<file path="config.mk">
export PLATFORM = sky130hd
export DESIGN_NAME = dma_chan_ctl
export DESIGN_NICKNAME = d
export VERILOG_FILES = /design/src/rtl/dma_chan_pkg.sv /design/src/rtl/dma_chan_ptr_chk.sv /design/src/rtl/dma_chan_cfg.sv /design/src/rtl/dma_chan_fsm.sv /design/src/rtl/dma_chan_ctl.sv
export SDC_FILE = /design/constraint.sdc
export NUM_CORES = 1
export LEC_CHECK = 0
export CAP_MARGIN = 10
export CORE_UTILIZATION = 40
export DETAILED_ROUTE_END_ITERATION = 12
export HOLD_SLACK_MARGIN = 0.03
export PLACE_DENSITY = 0.76
export SLEW_MARGIN = 30
export SYNTH_ARGS = -nofsm -noshare
export SYNTH_HDL_FRONTEND = slang
export SYNTH_HIERARCHICAL = 1
export SYNTH_SLANG_ARGS = --single-unit
</file>
<file path="constraint.sdc">
create_clock -name clk -period 5.1 [get_ports clk]
set_clock_uncertainty 0.2 [all_clocks]
set_input_delay 1.02 -clock clk [delete_from_list [all_inputs] [get_ports clk]]
set_output_delay 1.02 -clock clk [all_outputs]
set_load 0.01 [all_outputs]
</file>
<file path="src/rtl/dma_chan_pkg.sv">
package dma_chan_pkg;

    typedef enum logic [1:0] {
        ST_IDLE   = 2'b00,
        ST_ACTIVE = 2'b01,
        ST_PAUSED = 2'b10,
        ST_DRAIN  = 2'b11
    } ch_state_e;

    localparam logic [2:0] CMD_START   = 3'd1;
    localparam logic [2:0] CMD_STOP    = 3'd2;
    localparam logic [2:0] CMD_PAUSE   = 3'd3;
    localparam logic [2:0] CMD_RESTART = 3'd4;

    localparam logic [2:0] MODE_DMA   = 3'd0;
    localparam logic [2:0] MODE_XOR   = 3'd1;
    localparam logic [2:0] MODE_CRC   = 3'd2;
    localparam logic [2:0] MODE_MINIT = 3'd4;

    function automatic logic mode_known(input logic [2:0] m);
        return (m == MODE_DMA) || (m == MODE_XOR) ||
               (m == MODE_CRC) || (m == MODE_MINIT);
    endfunction

    // number of low pointer bits that must be zero for a mode
    function automatic int unsigned align_bits(input logic [2:0] m);
        int unsigned n;
        unique case (m)
            MODE_XOR:   n = 6;
            MODE_MINIT: n = 3;
            default:    n = 5;
        endcase
        return n;
    endfunction

    function automatic logic [1:0] status_code(input ch_state_e s);
        return (s == ST_DRAIN) ? 2'b01 : s;
    endfunction

endpackage

</file>
<file path="src/rtl/dma_chan_ptr_chk.sv">
module dma_chan_ptr_chk
    import dma_chan_pkg::*;
#(
    parameter int AW = 32
) (
    input  logic [2:0]    mode_i,
    input  logic [AW-1:0] ptr_i,
    output logic          ok_o
);
    logic low_dirty;

    always_comb begin
        low_dirty = 1'b0;
        for (int i = 0; i < AW; i++) begin
            if ((i < int'(align_bits(mode_i))) && ptr_i[i]) begin
                low_dirty = 1'b1;
            end
        end
    end

    assign ok_o = (ptr_i != '0) && !low_dirty;

endmodule

</file>
<file path="src/rtl/dma_chan_cfg.sv">
module dma_chan_cfg
    import dma_chan_pkg::*;
#(
    parameter int BW        = 3,
    parameter int BURST_RST = 4,
    localparam int CW       = 4 + 2*BW
) (
    input  logic          clk,
    input  logic          rst_n,
    input  logic          cfg_wr_i,
    input  logic [CW-1:0] cfg_word_i,
    input  logic          mode_wr_i,
    input  logic [2:0]    mode_i,
    input  logic          chan_idle_i,
    output logic [2:0]    mode_o,
    output logic          prot_o,
    output logic [BW-1:0] src_o,
    output logic [BW-1:0] dst_o,
    output logic          mode_err_o
);
    logic mode_ok;
    assign mode_ok = mode_known(mode_i) && chan_idle_i;

    // control fields: mode bits [2:0] of the word are never looked at
    always_ff @(posedge clk or negedge rst_n) begin
        if (!rst_n) begin
            prot_o <= 1'b1;
            src_o  <= BW'(BURST_RST);
            dst_o  <= BW'(BURST_RST);
        end else if (cfg_wr_i) begin
            prot_o <= cfg_word_i[3];
            src_o  <= cfg_word_i[4 +: BW];
            dst_o  <= cfg_word_i[4+BW +: BW];
        end
    end

    always_ff @(posedge clk or negedge rst_n) begin
        if (!rst_n) begin
            mode_o     <= MODE_DMA;
            mode_err_o <= 1'b0;
        end else begin
            mode_err_o <= mode_wr_i && !mode_ok;
            if (mode_wr_i && mode_ok) begin
                mode_o <= mode_i;
            end
        end
    end

endmodule

</file>
<file path="src/rtl/dma_chan_fsm.sv">
module dma_chan_fsm
    import dma_chan_pkg::*;
(
    input  logic       clk,
    input  logic       rst_n,
    input  logic       cmd_valid_i,
    input  logic [2:0] cmd_code_i,
    input  logic       launch_i,
    input  logic       launch_ok_i,
    input  logic       done_i,
    output ch_state_e  state_o,
    output logic       take_o,
    output logic       illegal_o,
    output logic       busy_o,
    output logic       align_o
);
    ch_state_e state_q, state_d;
    logic ill_d, busy_d, align_d, done_eff;

    assign done_eff = done_i && (state_q == ST_ACTIVE || state_q == ST_DRAIN);

    always_comb begin
        state_d = state_q;
        ill_d   = 1'b0;
        busy_d  = 1'b0;
        align_d = 1'b0;
        take_o  = 1'b0;
        if (done_eff) begin
            state_d = ST_IDLE;
        end else if (cmd_valid_i) begin
            busy_d = launch_i;
            unique case (state_q)
                ST_IDLE: begin
                    if (cmd_code_i == CMD_START)     state_d = ST_ACTIVE;
                    else if (cmd_code_i != CMD_STOP) ill_d = 1'b1;
                end
                ST_ACTIVE: begin
                    if (cmd_code_i == CMD_STOP)       state_d = ST_DRAIN;
                    else if (cmd_code_i == CMD_PAUSE) state_d = ST_PAUSED;
                    else                              ill_d = 1'b1;
                end
                ST_PAUSED: begin
                    if (cmd_code_i == CMD_RESTART) state_d = ST_ACTIVE;
                    else                           ill_d = 1'b1;
                end
                ST_DRAIN: ill_d = 1'b1;
                default:  ill_d = 1'b1;
            endcase
        end else if (launch_i) begin
            if (state_q != ST_IDLE) begin
                busy_d = 1'b1;
            end else if (!launch_ok_i) begin
                align_d = 1'b1;
            end else begin
                take_o  = 1'b1;
                state_d = ST_ACTIVE;
            end
        end
    end

    // state register
    always_ff @(posedge clk or negedge rst_n) begin
        if (!rst_n) state_q <= ST_IDLE;
        else        state_q <= state_d;
    end

    // registered outputs
    always_ff @(posedge clk or negedge rst_n) begin
        if (!rst_n) begin
            illegal_o <= 1'b0;
            busy_o    <= 1'b0;
            align_o   <= 1'b0;
        end else begin
            illegal_o <= ill_d;
            busy_o    <= busy_d;
            align_o   <= align_d;
        end
    end

    assign state_o = state_q;

endmodule

</file>
<file path="src/rtl/dma_chan_ctl.sv">
module dma_chan_ctl
    import dma_chan_pkg::*;
#(
    parameter int AW        = 32,
    parameter int BW        = 3,
    parameter int BURST_RST = 4,
    localparam int CW       = 4 + 2*BW
) (
    input  logic          clk,
    input  logic          rst_n,
    input  logic          cmd_valid_i,
    input  logic [2:0]    cmd_code_i,
    input  logic          cfg_wr_i,
    input  logic [CW-1:0] cfg_word_i,
    input  logic          mode_wr_i,
    input  logic [2:0]    mode_i,
    input  logic          desc_wr_i,
    input  logic [AW-1:0] desc_ptr_i,
    input  logic          eng_done_i,
    output logic [1:0]    status_o,
    output logic          eng_run_o,
    output logic          eng_stop_o,
    output logic [AW-1:0] next_desc_o,
    output logic [2:0]    op_mode_o,
    output logic          acc_prot_o,
    output logic [BW-1:0] src_burst_o,
    output logic [BW-1:0] dst_burst_o,
    output logic          cmd_illegal_o,
    output logic          busy_err_o,
    output logic          align_err_o,
    output logic          mode_err_o
);
    ch_state_e st;
    logic      ptr_ok, take;

    dma_chan_ptr_chk #(.AW(AW)) u_ptr (
        .mode_i (op_mode_o),
        .ptr_i  (desc_ptr_i),
        .ok_o   (ptr_ok)
    );

    dma_chan_fsm u_fsm (
        .clk         (clk),
        .rst_n       (rst_n),
        .cmd_valid_i (cmd_valid_i),
        .cmd_code_i  (cmd_code_i),
        .launch_i    (desc_wr_i),
        .launch_ok_i (ptr_ok),
        .done_i      (eng_done_i),
        .state_o     (st),
        .take_o      (take),
        .illegal_o   (cmd_illegal_o),
        .busy_o      (busy_err_o),
        .align_o     (align_err_o)
    );

    dma_chan_cfg #(.BW(BW), .BURST_RST(BURST_RST)) u_cfg (
        .clk         (clk),
        .rst_n       (rst_n),
        .cfg_wr_i    (cfg_wr_i),
        .cfg_word_i  (cfg_word_i),
        .mode_wr_i   (mode_wr_i),
        .mode_i      (mode_i),
        .chan_idle_i (st == ST_IDLE),
        .mode_o      (op_mode_o),
        .prot_o      (acc_prot_o),
        .src_o       (src_burst_o),
        .dst_o       (dst_burst_o),
        .mode_err_o  (mode_err_o)
    );

    always_ff @(posedge clk or negedge rst_n) begin
        if (!rst_n)    next_desc_o <= '0;
        else if (take) next_desc_o <= desc_ptr_i;
    end

    assign status_o   = status_code(st);
    assign eng_run_o  = (st == ST_ACTIVE);
    assign eng_stop_o = (st == ST_DRAIN);

endmodule

</file>
# Word-level counts from Yosys, hierarchy flattened
# Cells that the tools add are included.
[op_classes] reduce_logical=50 order_cmp=32 n_eq_ne=18 muxes=66
[op_table] cell="$lt A5 B3 Y1 const A" count=16
[op_table] cell="$mux W1" count=53
[op_table] cell="$logic_and A1 B1 Y1" count=37
[op_table] cell="$lt A4 B3 Y1 const A" count=8
[op_table] cell="$reduce_bool A32 Y1" count=1
[op_table] cell="$mux W2" count=10
[op_table] cell="$lt A3 B3 Y1 const A" count=4
[op_table] cell="$eq A3 B1 Y1 const B" count=3
[op_table] cell="$eq A3 B2 Y1 const B" count=3
[op_table] cell="$eq A3 B3 Y1 const B" count=3
[op_table] cell="$reduce_and A7 Y1" count=1
[op_table] cell="$lt A1 B3 Y1 const A" count=2
[op_table] cell="$lt A2 B3 Y1 const A" count=2
[op_table] cell="$ne A3 B2 Y1 const B" count=2
[op_table] cell="$pmux W2 S3" count=1
[op_table] cell="$pmux W3 S2" count=1
[op_table] cell="$reduce_bool A3 Y1" count=2
[op_table] cell="$ne A5 B1 Y1 const B" count=1
[op_table] cell="$ne A5 B2 Y1 const B" count=1
[op_table] cell="$eq A2 B2 Y1 const B" count=2
[op_table] cell="$logic_or A1 B1 Y1" count=4
[op_table] cell="$ne A4 B2 Y1 const B" count=1
[op_table] cell="$ne A4 B4 Y1 const B" count=1
[op_table] cell="$pmux W1 S4" count=1
[op_table] cell="5 further kinds" count=6
[totals] elab_cells=176 out_inout_bits=50 input_bits=55 reg_bits=48

# Logic depth before layout (Yosys ltp)
[logic_depth] depth_word=43 ltp_mapped=7 depth_no_buf=7

# Modules after synthesis
# Netlist, hierarchy kept.
[modules_own_cells] mod="dma_chan_ctl" area_per_inst_um2=1371.3 seq_area_each_um2=800.8 n_inst=1 cells_each=73
[modules_own_cells] mod="dma_chan_cfg" area_per_inst_um2=465.4 seq_area_each_um2=279.0 n_inst=1 cells_each=37
[modules_own_cells] mod="dma_chan_fsm" area_per_inst_um2=331.6 seq_area_each_um2=125.1 n_inst=1 cells_each=38
[modules_own_cells] mod="dma_chan_ptr_chk" area_per_inst_um2=115.1 seq_area_each_um2=0.0 n_inst=1 cells_each=15

# Worst setup path after synthesis
# No wires, ideal clock.
[synth_timing] path_kind="input to register" from="input desc_ptr_i[13]" to="register next_desc_o[0]" stages=7 t_required_ps=4775 setup_slack_ps=2431 setup_time_ps=125 t_arrival_ps=2344 path_buffers=2 cell_sequence="nor4_2 nand4_1 o2111a_1 and3_1 buf_6 buf_12 mux2_4"
[synth_between] elab_chain_len=27
[synth_rtl] item="from (decl)" line_no="dma_chan_ctl.sv:18" rtl="input logic [AW-1:0] desc_ptr_i,"
[synth_rtl] item="$logic_and A1 B1 Y1" line_no="dma_chan_ptr_chk.sv:15" rtl="if ((i < int'(align_bits(mode_i))) && ptr_i[i]) begin"
[synth_rtl] item="$mux W1 (19 in a row)" line_no="dma_chan_ptr_chk.sv:15"
[synth_rtl] item="$logic_not A1 Y1" line_no="dma_chan_ptr_chk.sv:21" rtl="assign ok_o = (ptr_i != '0) && !low_dirty;"
[synth_rtl] item="$logic_and A1 B1 Y1 *" line_no="dma_chan_ptr_chk.sv:21"
[synth_rtl] item="net ptr_ok" line_no="dma_chan_ctl.sv:34" rtl="logic ptr_ok, take;"
[synth_rtl] item="$mux W1 *" line_no="dma_chan_fsm.sv:52" rtl="end else if (!launch_ok_i) begin"
[synth_rtl] item="$mux W1 *" line_no="dma_chan_fsm.sv:50" rtl="if (state_q != ST_IDLE) begin"
[synth_rtl] item="$mux W1 *" line_no="dma_chan_fsm.sv:49" rtl="end else if (launch_i) begin"
[synth_rtl] item="$mux W1 *" line_no="dma_chan_fsm.sv:30" rtl="end else if (cmd_valid_i) begin"
[synth_rtl] item="$mux W1 *" line_no="dma_chan_fsm.sv:28" rtl="if (done_eff) begin"
[synth_rtl] item="net take" line_no="dma_chan_ctl.sv:34"
[synth_rtl] item="to (signal assigned)" line_no="dma_chan_ctl.sv:74" rtl="else if (take) next_desc_o <= desc_ptr_i;"
[synth_rtl] item="to (decl)" line_no="dma_chan_ctl.sv:23" rtl="output logic [AW-1:0] next_desc_o,"
# The timed path passes the listed nets; every way through them passes the cells marked *.
# A chain may end at the register's enable or synchronous reset.

# Final worst setup path
[layout_timing] from="input desc_ptr_i[22]" to="register next_desc_o[17]"
[layout_between] elab_chain_len=18
[layout_rtl] item="$logic_and A1 B1 Y1" line_no="dma_chan_ptr_chk.sv:15"
[layout_rtl] item="$mux W1 (10 in a row)" line_no="dma_chan_ptr_chk.sv:15"
[layout_rtl] item="$logic_not A1 Y1" line_no="dma_chan_ptr_chk.sv:21"
[layout_rtl] item="$logic_and A1 B1 Y1 *" line_no="dma_chan_ptr_chk.sv:21"
[layout_rtl] item="net ptr_ok" line_no="dma_chan_ctl.sv:34"
[layout_rtl] item="$mux W1 *" line_no="dma_chan_fsm.sv:52"
[layout_rtl] item="$mux W1 *" line_no="dma_chan_fsm.sv:50"
[layout_rtl] item="$mux W1 *" line_no="dma_chan_fsm.sv:49"
[layout_rtl] item="$mux W1 *" line_no="dma_chan_fsm.sv:30"
[layout_rtl] item="$mux W1 *" line_no="dma_chan_fsm.sv:28"
[layout_rtl] item="net take" line_no="dma_chan_ctl.sv:34"
# Marks and branches as above.

==> out/metrics.csv <==
metric,value,unit
rsz0062_at_grt,no,
synth_edf_count,0,
antenna_found_initial,0,
finalSetupViolCount,0,
p_leak,1.44,nW
coreArea,5510,um^2
cts_tree,built,
rr_startpoint,u_fsm/state_o[0]$_DFFE_PN0P_,
r2r-end,next_desc_o[27]$_DFFE_PN0P_,
cp-start-kind,primary input,
max_freq,327,MHz
cts_resized,0,
h-tree-depth,2,
synthTopCellsByArea,"dfrtp_1 (49%), mux2_4 (20%), mux2_2 (5.4%)",
clkTransAtPathRegs,0.08,ns
drive_above_1_share,0.226,
insertion_delay,0.29,ns
first_pass_iters,4,
setup_tns,0,ns
critPathCaptureType,register,
grt_usage,0.178,
critical-path-slowest-cell,clkdlybuf4s50_1,
slew_headroom,0.591,
ys_seq_area_frac,0.528,
numCtsBuffers,5,
final_area,3400,um^2
ys_seq_elements,48,
min_period,3.06,ns
yosysTopAreaCell,dfrtp_1,
dp_hpwl,3700,um
cts_setup_buffers,0,
critical_path_depth,6,
syn_area,2280,um^2
layout_common_cells,"clkdlybuf4s50_1 (100), dfrtp_1 (45), mux2_4 (30)",
wl_per_cell,14.9,um
finalNonFillerCells,337,
arrival,3.04,ns
reg2reg_slack,2.83,ns
yosys_most_used_dff,dfrtp_1,
yosys_warnings,6,
start_util,0.415,
dp_cells,329,
grt_overflow_total,0,
worst-r2r-cell-count,3,
syn_inst,163,
pin_count,105,
grt_max_degree,49,
critPathRequiredTime,5.08,ns
vias,1662,
layout_commonest_cell,clkdlybuf4s50_1,
drc,0,
hp-start,next_desc_o[25]$_DFFE_PN0P_,
dieHeight,77.6,um
cts_buffer_depth,2,
clockRootBuffer,clkbuf_8,
diodes,0,
die_area,6010,um^2
cts.sinks,48,
cp.buffers_inverters,1,
worst-path-max-fanout,32,
synth_area_per_cell,14.0,um^2
tightest_slew,0.613,ns
vdd_drop_max,0.277,mV
port-buffer-count,101,
grt_pass1_wl,8240,um
maxCapViolCount,0,
drv_slew,0,
final_antenna_net_count,0,
holdBufCountCts,0,
finalNetCount,319,
place_congestion,0.733,
die_x,77.6,um
area_delta_synth_final,48.7,%
rows,27,
placed_area,3300,um^2
vias_per_cell,4.93,
synth.distinct_cells,36,
startpoint,desc_ptr_i[22],
synthArstFlopShare,1.00,
grt_pass1_vias,1690,
path_cells,clkdlybuf4s50_1 > nor4_1 > nand4_1 > o2111a_1 > and3_4 > mux2_4,
hold_violations,0,
finalCritPeriodShare,0.600,
drtIter0Drc,87,
crit_type,in -> reg,
min_path_type,reg -> reg,
outcome,finished clean,
power.density,345,nW/um^2
critical_path.max_stage_delay,0.44,ns
yosysTopAreaCellShare,0.493,
synth_nets,218,
routed_wl,5020,um
critPathTopFamily,simple AND/OR/NAND/NOR gates,
hold_depth,1,
worstSetupEndpoint,next_desc_o[17]$_DFFE_PN0P_,
## stage by stage
step | worst slack, ns | hold slack [ns] | util | power (mW)
floorplan | 2.43 | 0.351 | - | 0.710
global placement | 1.39 | 0.288 | 0.599 | 0.940
detailed placement | 1.70 | 0.290 | 0.600 | 0.950
CTS | 2.02 | 0.314 | 0.617 | 1.18
global route | 1.93 | 0.336 | 0.617 | 1.24
finish | 2.04 | 0.309 | 0.617 | 1.17
## area by class of cell
type	instances	area [um^2]
Clock buffer	7	86.3
Clock inverter	1	7.51
Fill cell	437	2110
Inverter	6	22.5
Multi-Input combinational cell	102	976
Sequential cell	48	1200
Tap cell	72	90.1
Timing Repair Buffer	101	1010
## state kept, by name, summed over array words and instances, names as in the netlist
register / count
next_desc_o: 32
u_cfg/dst_o: 3
u_cfg/mode_o: 3
u_cfg/src_o: 3
u_fsm/state_o: 2
u_cfg/mode_err_o: 1
u_cfg/prot_o: 1
u_fsm/align_o: 1
u_fsm/busy_o: 1
u_fsm/illegal_o: 1
## report_power, final
part	internal, mW	switching (mW)	total, mW
Clock	0.110	0.120	0.230
Sequential	0.453	0.0630	0.516
Combinational	0.272	0.153	0.425
## kinds of logic (layout without fill, tap and decap cells)
family | count (synthesis) | count (layout) | share of synthesized area
muxes | 41 | 41 | 0.252
AOI/OAI and AO/OA | 26 | 26 | 0.0773
DFF | 48 | 48 | 0.528
buffers and inverters | 13 | 115 | 0.0471
and+or+nand+nor | 35 | 35 | 0.0964
## per-layer routing
layer,vias to the layer above,wire length (um),track usage,part of all wire
met5,-,0,0,0
met4,0,27,0.0679,0.0054
met3,4,275,0.0353,0.055
met2,69,2300,0.283,0.46
met1,798,2410,0.238,0.48
li1,791,-,-,-
## how the worst min path moves through the flow
stage,endpoint
2_1_floorplan,u_cfg/dst_o[0]$_DFFE_PN0P_
3_3_place_gp,u_cfg/dst_o[1]$_DFFE_PN0P_
3_5_place_dp,next_desc_o[6]$_DFFE_PN0P_
4_1_cts,next_desc_o[25]$_DFFE_PN0P_
5_1_grt,next_desc_o[6]$_DFFE_PN0P_
6_report,next_desc_o[25]$_DFFE_PN0P_
## synthesized netlist by cell type (2+ instances only)
cell / instances
dfrtp_1: 45
mux2_4: 30
mux2_2: 11
a21oi_1: 7
inv_1: 6
nor2_1: 6
o21ai_0: 5
nand2_1: 4
nor3_1: 4
buf_12: 3
dfstp_2: 3
nor4_1: 3
nor4_2: 3
a31oi_1: 2
and3_1: 2
buf_2: 2
nand2b_1: 2
nand4_1: 2
nor2b_1: 2
o2111a_1: 2
o22ai_1: 2
o2bb2ai_1: 2
o31ai_1: 2
## worst register-to-register path, stage by stage (launching register included)
cell	delay, ns
dfrtp_1	0.53
nor3_1	0.36
and3_4	0.65
mux2_2	0.41
(Power assumes the default switching activity.)
